==> config.mk <==
export PLATFORM = sky130hd
export DESIGN_NAME = rrip_set_ctrl
export DESIGN_NICKNAME = d
export VERILOG_FILES = /design/src/rtl/rrip_set_pkg.sv /design/src/rtl/rrip_victim_find.sv /design/src/rtl/rrip_set_ctl.sv /design/src/rtl/rrip_set_dp.sv /design/src/rtl/rrip_set_ctrl.sv
export SDC_FILE = /design/constraint.sdc
export NUM_CORES = 1
export LEC_CHECK = 0
export BUFFER_PORTS_ARGS = -buffer_cell sky130_fd_sc_hd__buf_2
export CORE_MARGIN = 2
export CORE_UTILIZATION = 55
export DETAILED_ROUTE_END_ITERATION = 7
export GPL_ROUTABILITY_DRIVEN = 1
export PLACE_DENSITY = 0.76
export SYNTH_ARGS = -nofsm -noshare
export SYNTH_HDL_FRONTEND = slang
export SYNTH_HIERARCHICAL = 1
export SYNTH_SLANG_ARGS = --single-unit
export TNS_END_PERCENT = 20
==> constraint.sdc <==
create_clock -name clk -period 9.2 [get_ports clk]
set_input_delay 0.46 -clock clk [delete_from_list [all_inputs] [get_ports clk]]
set_output_delay 0.46 -clock clk [all_outputs]
set_load 0.03 [all_outputs]
==> src/rtl/rrip_set_pkg.sv <==
package rrip_set_pkg;
  localparam int RRPV_W = 2;
  typedef logic [RRPV_W-1:0] rrpv_t;

  localparam rrpv_t RRPV_NEAR    = 2'd0;
  localparam rrpv_t RRPV_FAR     = 2'd2;
  localparam rrpv_t RRPV_DISTANT = 2'd3;

  // Strobes from control to datapath; at most one action bit is set per cycle.
  typedef struct packed {
    logic  hitPromote;
    logic  pfTouch;
    logic  fillEmpty;
    logic  evict;
    rrpv_t insState;
  } ctrl_strobe_t;
endpackage

==> src/rtl/rrip_victim_find.sv <==
module rrip_victim_find
  import rrip_set_pkg::*;
#(
  parameter int NUM_WAYS = 8,
  localparam int WAY_W = $clog2(NUM_WAYS)
) (
  input  logic [NUM_WAYS-1:0]        validVec,
  input  logic [2*NUM_WAYS-1:0]      rrpvFlat,
  output logic                       hasInvalid,
  output logic [WAY_W-1:0]           firstInvalid,
  output logic [WAY_W-1:0]           victimWay,
  output rrpv_t                      ageDelta
);
  rrpv_t maxVal;

  always_comb begin
    hasInvalid   = 1'b0;
    firstInvalid = '0;
    maxVal       = RRPV_NEAR;
    victimWay    = '0;
    for (int i = NUM_WAYS - 1; i >= 0; i--) begin
      if (!validVec[i]) begin
        hasInvalid   = 1'b1;
        firstInvalid = WAY_W'(i);
      end
    end
    for (int i = 0; i < NUM_WAYS; i++) begin
      if (rrpvFlat[2*i +: 2] > maxVal) maxVal = rrpvFlat[2*i +: 2];
    end
    // Descending scan so the lowest-numbered way with the largest value wins.
    for (int i = NUM_WAYS - 1; i >= 0; i--) begin
      if (rrpvFlat[2*i +: 2] == maxVal) victimWay = WAY_W'(i);
    end
    ageDelta = RRPV_DISTANT - maxVal;
  end
endmodule

==> src/rtl/rrip_set_ctl.sv <==
module rrip_set_ctl
  import rrip_set_pkg::*;
#(
  parameter int NUM_WAYS = 8,
  parameter int CTR_W = 3,
  localparam int WAY_W = $clog2(NUM_WAYS),
  localparam logic [CTR_W-1:0] CTR_MAX = {CTR_W{1'b1}}
) (
  input  logic                clk,
  input  logic                rstN,
  input  logic                reqValid,
  input  logic                reqHit,
  input  logic [WAY_W-1:0]    reqWay,
  input  logic                reqPf,
  input  logic                reqWb,
  input  logic [CTR_W-1:0]    predCtr,
  input  logic [NUM_WAYS-1:0] validVec,
  input  logic [NUM_WAYS-1:0] pfVec,
  input  logic                hasInvalid,
  input  logic [WAY_W-1:0]    firstInvalid,
  input  logic [WAY_W-1:0]    victimWay,
  output ctrl_strobe_t        strb,
  output logic [WAY_W-1:0]    tgtWay
);
  logic demandHit;
  logic missReq;

  assign demandHit = reqValid && reqHit && !reqPf && validVec[reqWay];
  assign missReq   = reqValid && !reqHit;

  always_comb begin
    strb.hitPromote = demandHit && !pfVec[reqWay];
    strb.pfTouch    = demandHit && pfVec[reqWay];
    strb.fillEmpty  = missReq && hasInvalid;
    strb.evict      = missReq && !hasInvalid;
    if (reqWb)                 strb.insState = RRPV_DISTANT;
    else if (predCtr == CTR_MAX) strb.insState = RRPV_NEAR;
    else if (predCtr == '0)    strb.insState = RRPV_DISTANT;
    else                       strb.insState = RRPV_FAR;

    if (strb.fillEmpty)      tgtWay = firstInvalid;
    else if (strb.evict)     tgtWay = victimWay;
    else                     tgtWay = reqWay;
  end

  // one action per cycle
  p_one_action_r10: assert property (@(posedge clk) disable iff (!rstN)
    $onehot0({strb.hitPromote, strb.pfTouch, strb.fillEmpty, strb.evict}));
endmodule

==> src/rtl/rrip_set_dp.sv <==
module rrip_set_dp
  import rrip_set_pkg::*;
#(
  parameter int NUM_WAYS = 8,
  parameter int SIG_W = 14,
  localparam int WAY_W = $clog2(NUM_WAYS)
) (
  input  logic                   clk,
  input  logic                   rstN,
  input  ctrl_strobe_t           strb,
  input  logic [WAY_W-1:0]       tgtWay,
  input  logic [SIG_W-1:0]       reqSig,
  input  logic                   reqPf,
  output logic [NUM_WAYS-1:0]    validVec,
  output logic [NUM_WAYS-1:0]    pfVec,
  output logic                   hasInvalid,
  output logic [WAY_W-1:0]       firstInvalid,
  output logic [WAY_W-1:0]       victimWay,
  output logic                   fillValid,
  output logic [WAY_W-1:0]       fillWay,
  output logic                   trainValid,
  output logic [SIG_W-1:0]       trainSig,
  output logic                   trainPf,
  output logic                   trainReuse,
  output logic [2*NUM_WAYS-1:0]  rrpvView
);
  rrpv_t            rrpvQ  [NUM_WAYS];
  logic [SIG_W-1:0] sigQ   [NUM_WAYS];
  logic [NUM_WAYS-1:0] validQ, pfQ, reuseQ;
  rrpv_t            ageDelta;

  for (genvar g = 0; g < NUM_WAYS; g++) begin : g_view
    assign rrpvView[2*g +: 2] = rrpvQ[g];
  end

  assign validVec = validQ;
  assign pfVec    = pfQ;

  rrip_victim_find #(.NUM_WAYS(NUM_WAYS)) u_find (
    .validVec     (validQ),
    .rrpvFlat     (rrpvView),
    .hasInvalid   (hasInvalid),
    .firstInvalid (firstInvalid),
    .victimWay    (victimWay),
    .ageDelta     (ageDelta)
  );

  always_ff @(posedge clk) begin
    if (!rstN) begin
      validQ     <= '0;
      pfQ        <= '0;
      reuseQ     <= '0;
      fillValid  <= 1'b0;
      fillWay    <= '0;
      trainValid <= 1'b0;
      trainSig   <= '0;
      trainPf    <= 1'b0;
      trainReuse <= 1'b0;
      for (int i = 0; i < NUM_WAYS; i++) begin
        rrpvQ[i] <= RRPV_DISTANT;
        sigQ[i]  <= '0;
      end
    end else begin
      fillValid  <= 1'b0;
      trainValid <= 1'b0;
      if (strb.hitPromote) begin
        rrpvQ[tgtWay]  <= RRPV_NEAR;
        reuseQ[tgtWay] <= 1'b1;
      end
      if (strb.pfTouch) begin
        pfQ[tgtWay]    <= 1'b0;
        reuseQ[tgtWay] <= 1'b1;
      end
      if (strb.evict) begin
        for (int i = 0; i < NUM_WAYS; i++) begin
          if (i != int'(tgtWay)) rrpvQ[i] <= rrpv_t'(rrpvQ[i] + ageDelta);
        end
        trainValid <= 1'b1;
        trainSig   <= sigQ[tgtWay];
        trainPf    <= pfQ[tgtWay];
        trainReuse <= reuseQ[tgtWay];
      end
      if (strb.fillEmpty || strb.evict) begin
        validQ[tgtWay] <= 1'b1;
        rrpvQ[tgtWay]  <= strb.insState;
        sigQ[tgtWay]   <= reqSig;
        pfQ[tgtWay]    <= reqPf;
        reuseQ[tgtWay] <= 1'b0;
        fillValid      <= 1'b1;
        fillWay        <= tgtWay;
      end
    end
  end

  // eviction only when the set is full
  p_evict_full_r2: assert property (@(posedge clk) disable iff (!rstN)
    strb.evict |-> (&validQ));

  // first demand touch of a prefetched line keeps its value
  p_pf_touch_keep_r7: assert property (@(posedge clk) disable iff (!rstN)
    strb.pfTouch |=> (rrpvQ[$past(tgtWay)] == $past(rrpvQ[tgtWay])));

  // training output only accompanies a fill
  p_train_with_fill_r9: assert property (@(posedge clk) disable iff (!rstN)
    trainValid |-> fillValid);
endmodule

==> src/rtl/rrip_set_ctrl.sv <==
module rrip_set_ctrl
  import rrip_set_pkg::*;
#(
  parameter int NUM_WAYS = 8,
  parameter int SIG_W = 14,
  parameter int CTR_W = 3,
  localparam int WAY_W = $clog2(NUM_WAYS)
) (
  input  logic                  clk,
  input  logic                  rstN,
  input  logic                  reqValid,
  input  logic                  reqHit,
  input  logic [WAY_W-1:0]      reqWay,
  input  logic [SIG_W-1:0]      reqSig,
  input  logic                  reqPf,
  input  logic                  reqWb,
  input  logic [CTR_W-1:0]      predCtr,
  output logic                  fillValid,
  output logic [WAY_W-1:0]      fillWay,
  output logic                  trainValid,
  output logic [SIG_W-1:0]      trainSig,
  output logic                  trainPf,
  output logic                  trainReuse,
  output logic [2*NUM_WAYS-1:0] rrpvView
);
  ctrl_strobe_t        strb;
  logic [WAY_W-1:0]    tgtWay;
  logic [NUM_WAYS-1:0] validVec, pfVec;
  logic                hasInvalid;
  logic [WAY_W-1:0]    firstInvalid, victimWay;

  rrip_set_ctl #(.NUM_WAYS(NUM_WAYS), .CTR_W(CTR_W)) u_ctl (
    .clk, .rstN, .reqValid, .reqHit, .reqWay, .reqPf, .reqWb, .predCtr,
    .validVec, .pfVec, .hasInvalid, .firstInvalid, .victimWay,
    .strb, .tgtWay
  );

  rrip_set_dp #(.NUM_WAYS(NUM_WAYS), .SIG_W(SIG_W)) u_dp (
    .clk, .rstN, .strb, .tgtWay, .reqSig, .reqPf,
    .validVec, .pfVec, .hasInvalid, .firstInvalid, .victimWay,
    .fillValid, .fillWay, .trainValid, .trainSig, .trainPf, .trainReuse,
    .rrpvView
  );

  // writeback fill lands at distant
  p_wb_distant_r5: assert property (@(posedge clk) disable iff (!rstN)
    (reqValid && !reqHit && reqWb) |=>
      (fillValid && rrpvView[2*int'(fillWay) +: 2] == 2'd3));

  // saturated predictor installs at near
  p_sat_near_r4: assert property (@(posedge clk) disable iff (!rstN)
    (reqValid && !reqHit && !reqWb && predCtr == {CTR_W{1'b1}}) |=>
      (fillValid && rrpvView[2*int'(fillWay) +: 2] == 2'd0));
endmodule

---- Word level (Yosys, flattened, before mapping) ----
Memory sizes are Yosys's and may differ from the RTL's. A register that Yosys moved wholly into a read port is not among the register bits.
Index checks and enable logic that the tools add are counted.
storage, ports and cells
  input bits .............................. 26
  register bits ........................... 31
  output and inout port bits .............. 37
  memories kept ........................... 2
  RAM bits ................................ 128
  logic and storage cells ................. 187
cells by class
  reduce and logical (&&, ||, !) cells .... 18
  bitwise logic cells ..................... 15
  multiplexer cells ....................... 108
  equal/unequal tests ..................... 16
  $lt $le $gt $ge ......................... 11
  add/subtract/negate cells ............... 9
memory list
  name        words  bits a word  read ports  clocked after memory_dff  wr ports  line               text
  u_dp.sigQ   8      14           1           1                         8         rrip_set_dp.sv:28  logic [SIG_W-1:0] sigQ [NUM_WAYS];
  u_dp.rrpvQ  8      2            8           0                         9         rrip_set_dp.sv:27  rrpv_t rrpvQ [NUM_WAYS];
operators by type and width
  cell                                                                                  number
  8-bit 2-to-1 mux                                                                      8
  3-bit 2-to-1 mux                                                                      19
  1-bit 2-to-1 mux                                                                      55
  2-bit 2-to-1 mux                                                                      19
  8-bit OR                                                                              3
  2-bit adder                                                                           8
  8-bit AND                                                                             2
  2-bit equality test                                                                   8
  2-bit greater-than comparator                                                         7
  14-bit 2-to-1 mux                                                                     1
  14-bit OR reduction                                                                   1
  1-bit binary-select mux with 3-bit select                                             4
  3-bit != test (first input constant)                                                  4
  1-bit logical AND                                                                     9
  1-bit OR                                                                              9
  8-bit bitwise mux                                                                     1
  3-bit by 4-bit less-than comparator with 1-bit output (second input constant)         2
  8-bit inverter                                                                        1
  2-bit by 3-bit != test with 1-bit output (first input constant)                       2
  1-bit zero test                                                                       5
  1-bit demux with 3-bit select                                                         1
  3-bit equality test (second input constant)                                           1
  3-bit by 1-bit greater-or-equal comparator with 1-bit output (second input constant)  1
  3-bit zero test                                                                       1
  5 further kinds                                                                       5

---- Depth between registers and ports, before layout ----
An unclocked memory read counts as a cell.
  word-level depth ........................ 40
  mapped depth ............................ 49
  depth with buffers taken out ............ 45

---- Hierarchy ----
The synthesis kept the hierarchy.
modules (own cells, without submodules)
  module            instances  area each (µm²)  sequential area each (µm²)  cells each
  rrip_set_dp       1          7992.7           4744.6                      661
  rrip_victim_find  1          1178.6           0.0                         160
  rrip_set_ctl      1          264.0            0.0                         32

---- Worst setup path after synthesis ----
OpenSTA, ideal clock, no wires.
  path kind ............................... flip-flop to flip-flop
  start point ............................. memory u_dp/rrpvQ[1][0] (netlist name)
  end point ............................... memory u_dp.sigQ[3][0], enable pin
  cell stages (with the launch flop) ...... 48
  data arrival time ....................... 9.617 ns
  setup slack ............................. -0.824 ns
  path buffers ............................ 3
  period minus slack after synthesis ...... 10.024 ns
  required time ........................... 8.793 ns
  setup time .............................. 0.407 ns
  cells stage by stage .................... edfxtp_1 inv_1 ha_1 or3_1 a21oi_2 nor2_1 ha_1 nor3_1 or2_2 o311ai_2 and4_2 ha_1 nor2b_1 nor2_1 mux2_2 ha_1 nor2b_1 nor3_1 [12 not listed] ha_1 nand2_1 o21ai_0 nand3_1 o21ai_0 a21o_1 buf_6 xnor2_1 o211ai_1 nand3_1 o22ai_1 mux2i_1 o21ai_0 buf_6 buf_8 nor2b_1 nand2_1 o21ai_0
RTL lines
  what                line
  start: declaration  rrip_set_dp.sv:27
  end: declaration    rrip_set_dp.sv:28

==> reports/metrics.cfg <==
[setup_path]
max_stage_delay_ns=0.41
cp_top_family=simple AND/OR/NAND/NOR gates
path_common_cell=ha_1
crit_path_top_delay_cell=edfxtp_1
endpoint=u_dp/sigQ[2][0]$_SDFFCE_PN0P_
r2r_start=u_dp/rrpvQ[1][0]$_DFFE_PP_
r2r_slack_ns=0.35
critPathBufInv=7
cp.arrival_ns=8.99
critPathRequiredTime_ns=9.34
crit_start=u_dp/rrpvQ[1][0]$_DFFE_PP_
cp-start-kind=register
end_kind=register
worst-path-max-fanout=15
reg2reg_to=u_dp/sigQ[2][0]$_SDFFCE_PN0P_
r2r_cells=46
crit_cells=46
critPathKind=reg2reg

[finish]
area_growth_pct=20.7
finalInstanceArea_sq_um=11400
final_common_cell=edfxtp_1
final_cell_mix=edfxtp_1, and2_1, buf_2, dfxtp_1, nor2_1
antenna_cells=0
final_nets=1006
nFillCells=1205
drive_above_1_share=0.283

[global_routing]
grt_pass1_vias=6598
grt_util_met3=0.0450
grt_use_total=0.264
met2_usage=0.440
grt_max_degree=52
grt-ovfl-total=0
grt.busiest_layer=met2
antenna_found_initial=0
use_met1=0.351
grt_pass1_wl_mm=36.3

[routing]
wirelength_mm=24.8
vias=7091
drc=0
wl_per_cell_um=21.0
drtIter0Drc=705
final_antenna_net_count=0
first_pass_iters=5
viasPerCell=5.99

[pwr]
cellLeakagePower_uw=0.00444
cellPowerDensity_nw_per_um2=172
vdd_drop_max_mv=0.151

[die]
die_area_sq_um=18200
top_level_ports=63
initial_utilization=0.565
die_height_um=135
core_sq_um=16700
rows=47
dieWidth_um=135

[clock_tree]
clk_path_buf_depth=2
clk_latency_ns=0.44
root_buffer=clkbuf_16
path_clk_slew_ns=0.06
htreeDepth=4
cts_tree=built
cts_inserted_buffers=17
cts.sinks=173
postCtsHoldBufs=0

[synthesis]
yosysUniqueCellTypes=80
synth_edf_count=128
synth_top_flop_cell=edfxtp_1
syn_area_sq_um=9440
yosysWarningCount=6
synth_nets=909
synthTopCellsByArea=edfxtp_1, dfxtp_1, and2_1
async_flop_share=0
syn_inst=853
ys_seq_elements=173
netlist.area_leader.share=0.407
syn_area_per_cell_sq_um=11.1
yosysSeqAreaShare=0.503
synth_top_area_cell=edfxtp_1

[run]
max_cap_viol_count=0

[placed_design]
io_buffers=62
gp_congestion=0.915
post_dp_cell_area_sq_um=10200
place_ws_ns=-0.308
dp_hpwl_mm=15.6

[timing]
rsz0062_at_grt=yes
slew_headroom=0.370
finalWorstSetupSlack_ns=0.348
min_period_over_period=0.962
tightest_slew_ns=0.946
hold_viol=0
finalMaxSlewViolations=0
finClkSkew_ns=0.0111
period_needed_ns=8.85
setup-violations-final=0
fmax_ghz=0.113

[status]
status=finished clean

[worst_hold_path]
hold_path.class=in2reg
whs_path_depth=2

==> how the worst min path moves through the flow <==
stage / from / end / slack (ns)
2_1_floorplan: u_dp/reuseQ[4]$_SDFF_PN0_ / u_dp/reuseQ[4]$_SDFF_PN0_ / 0.43
3_3_place_gp: u_dp/reuseQ[4]$_SDFF_PN0_ / u_dp/reuseQ[4]$_SDFF_PN0_ / 0.44
3_5_place_dp: u_dp/fillWay[0]$_SDFFE_PN0N_ / u_dp/fillWay[0]$_SDFFE_PN0N_ / 0.46
4_1_cts: reqPf / u_dp/pfVec[1]$_SDFF_PN0_ / 0.32
5_1_grt: reqPf / u_dp/pfVec[1]$_SDFF_PN0_ / 0.34
6_report: reqPf / u_dp/pfVec[1]$_SDFF_PN0_ / 0.35
==> metrics by stage <==
step	power, uW	hold WS (ns)	setup TNS (ns)	cells	util
after floorplan	1140	0.429	0	853	-
after global placement	1210	0.442	-0.342	1127	0.610
after detailed placement	1220	0.462	-28.48	1127	0.610
after CTS	1900	0.320	-0.0367	1161	0.649
after global routing	2020	0.338	-10.56	1183	0.682
final	1950	0.349	0	1183	0.682
==> state kept, by name, indices dropped and copies added (netlist names) <==
register         count
u_dp/fillWay         3
u_dp/pfVec           8
u_dp/reuseQ          8
u_dp/validVec        8
u_dp/trainValid      1
u_dp/trainSig       14
u_dp/sigQ          112
u_dp/trainPf         1
u_dp/trainReuse      1
u_dp/fillValid       1
u_dp/rrpvQ          16
==> Yosys cell counts (13+ instances only) <==
cell / n
edfxtp_1: 128
and2_1: 123
o21ai_0: 54
nor2_1: 52
dfxtp_1: 45
nand2_1: 40
mux2i_1: 35
a21oi_1: 33
ha_1: 30
inv_1: 24
xnor2_1: 22
nor3_1: 18
clkbuf_1: 15
buf_2: 13
==> power breakdown <==
part | internal [uW] | switching [uW] | leakage, uW
logic | 163 | 221 | 0.00250
registers | 865 | 15.0 | 0.00166
clock network | 380 | 311 | 0.000276
==> final cells by class <==
class                      count  area [sq um]  share of cell area
sequential                   173          4740               0.417
multi-input combinational    606          4670               0.410
timing repair buffer         126          1030              0.0906
clock buffer                  21           483              0.0424
tap                          220           275              0.0242
inverter                      26          97.6             0.00857
clock inverter                11          82.6             0.00725
==> logic make-up after synthesis <==
logic type	count (synthesis)	share of synthesized area
XOR/XNOR	32	0.0297
multiplexers	50	0.0626
adder cells (fa/ha/maj)	30	0.0398
AND/OR/NAND/NOR	299	0.179
AO/OA/AOI/OAI	194	0.142
flip-flops	173	0.503
buffers and inverters	75	0.0438
==> what timing repair did <==
item,4_1_cts,5_1_grt
resized for setup,14,81
setup buffers,2,17
cloned,0,5
pin swaps,2,22
endpoints found under the hold margin,0,0
endpoints found under the setup margin,238,298
==> worst register-to-register path, delay by kind of cell (launching register included) <==
family | cells | cell delay, ns
buffers and inverters | 7 | 0.91
adder cells (fa/ha/maj) | 6 | 1.58
AO/OA/AOI/OAI | 13 | 2.00
flip-flops | 1 | 0.41
multiplexers | 2 | 0.57
XOR/XNOR | 1 | 0.22
AND/OR/NAND/NOR | 17 | 2.84
==> per-layer routing <==
metal	part of all wire	wire length [um]
met1	0.41	10200
met3	0.076	1890
met5	0	0
met4	0.021	531
met2	0.49	12200
No activity file was read; power rests on OpenSTA's default activity.
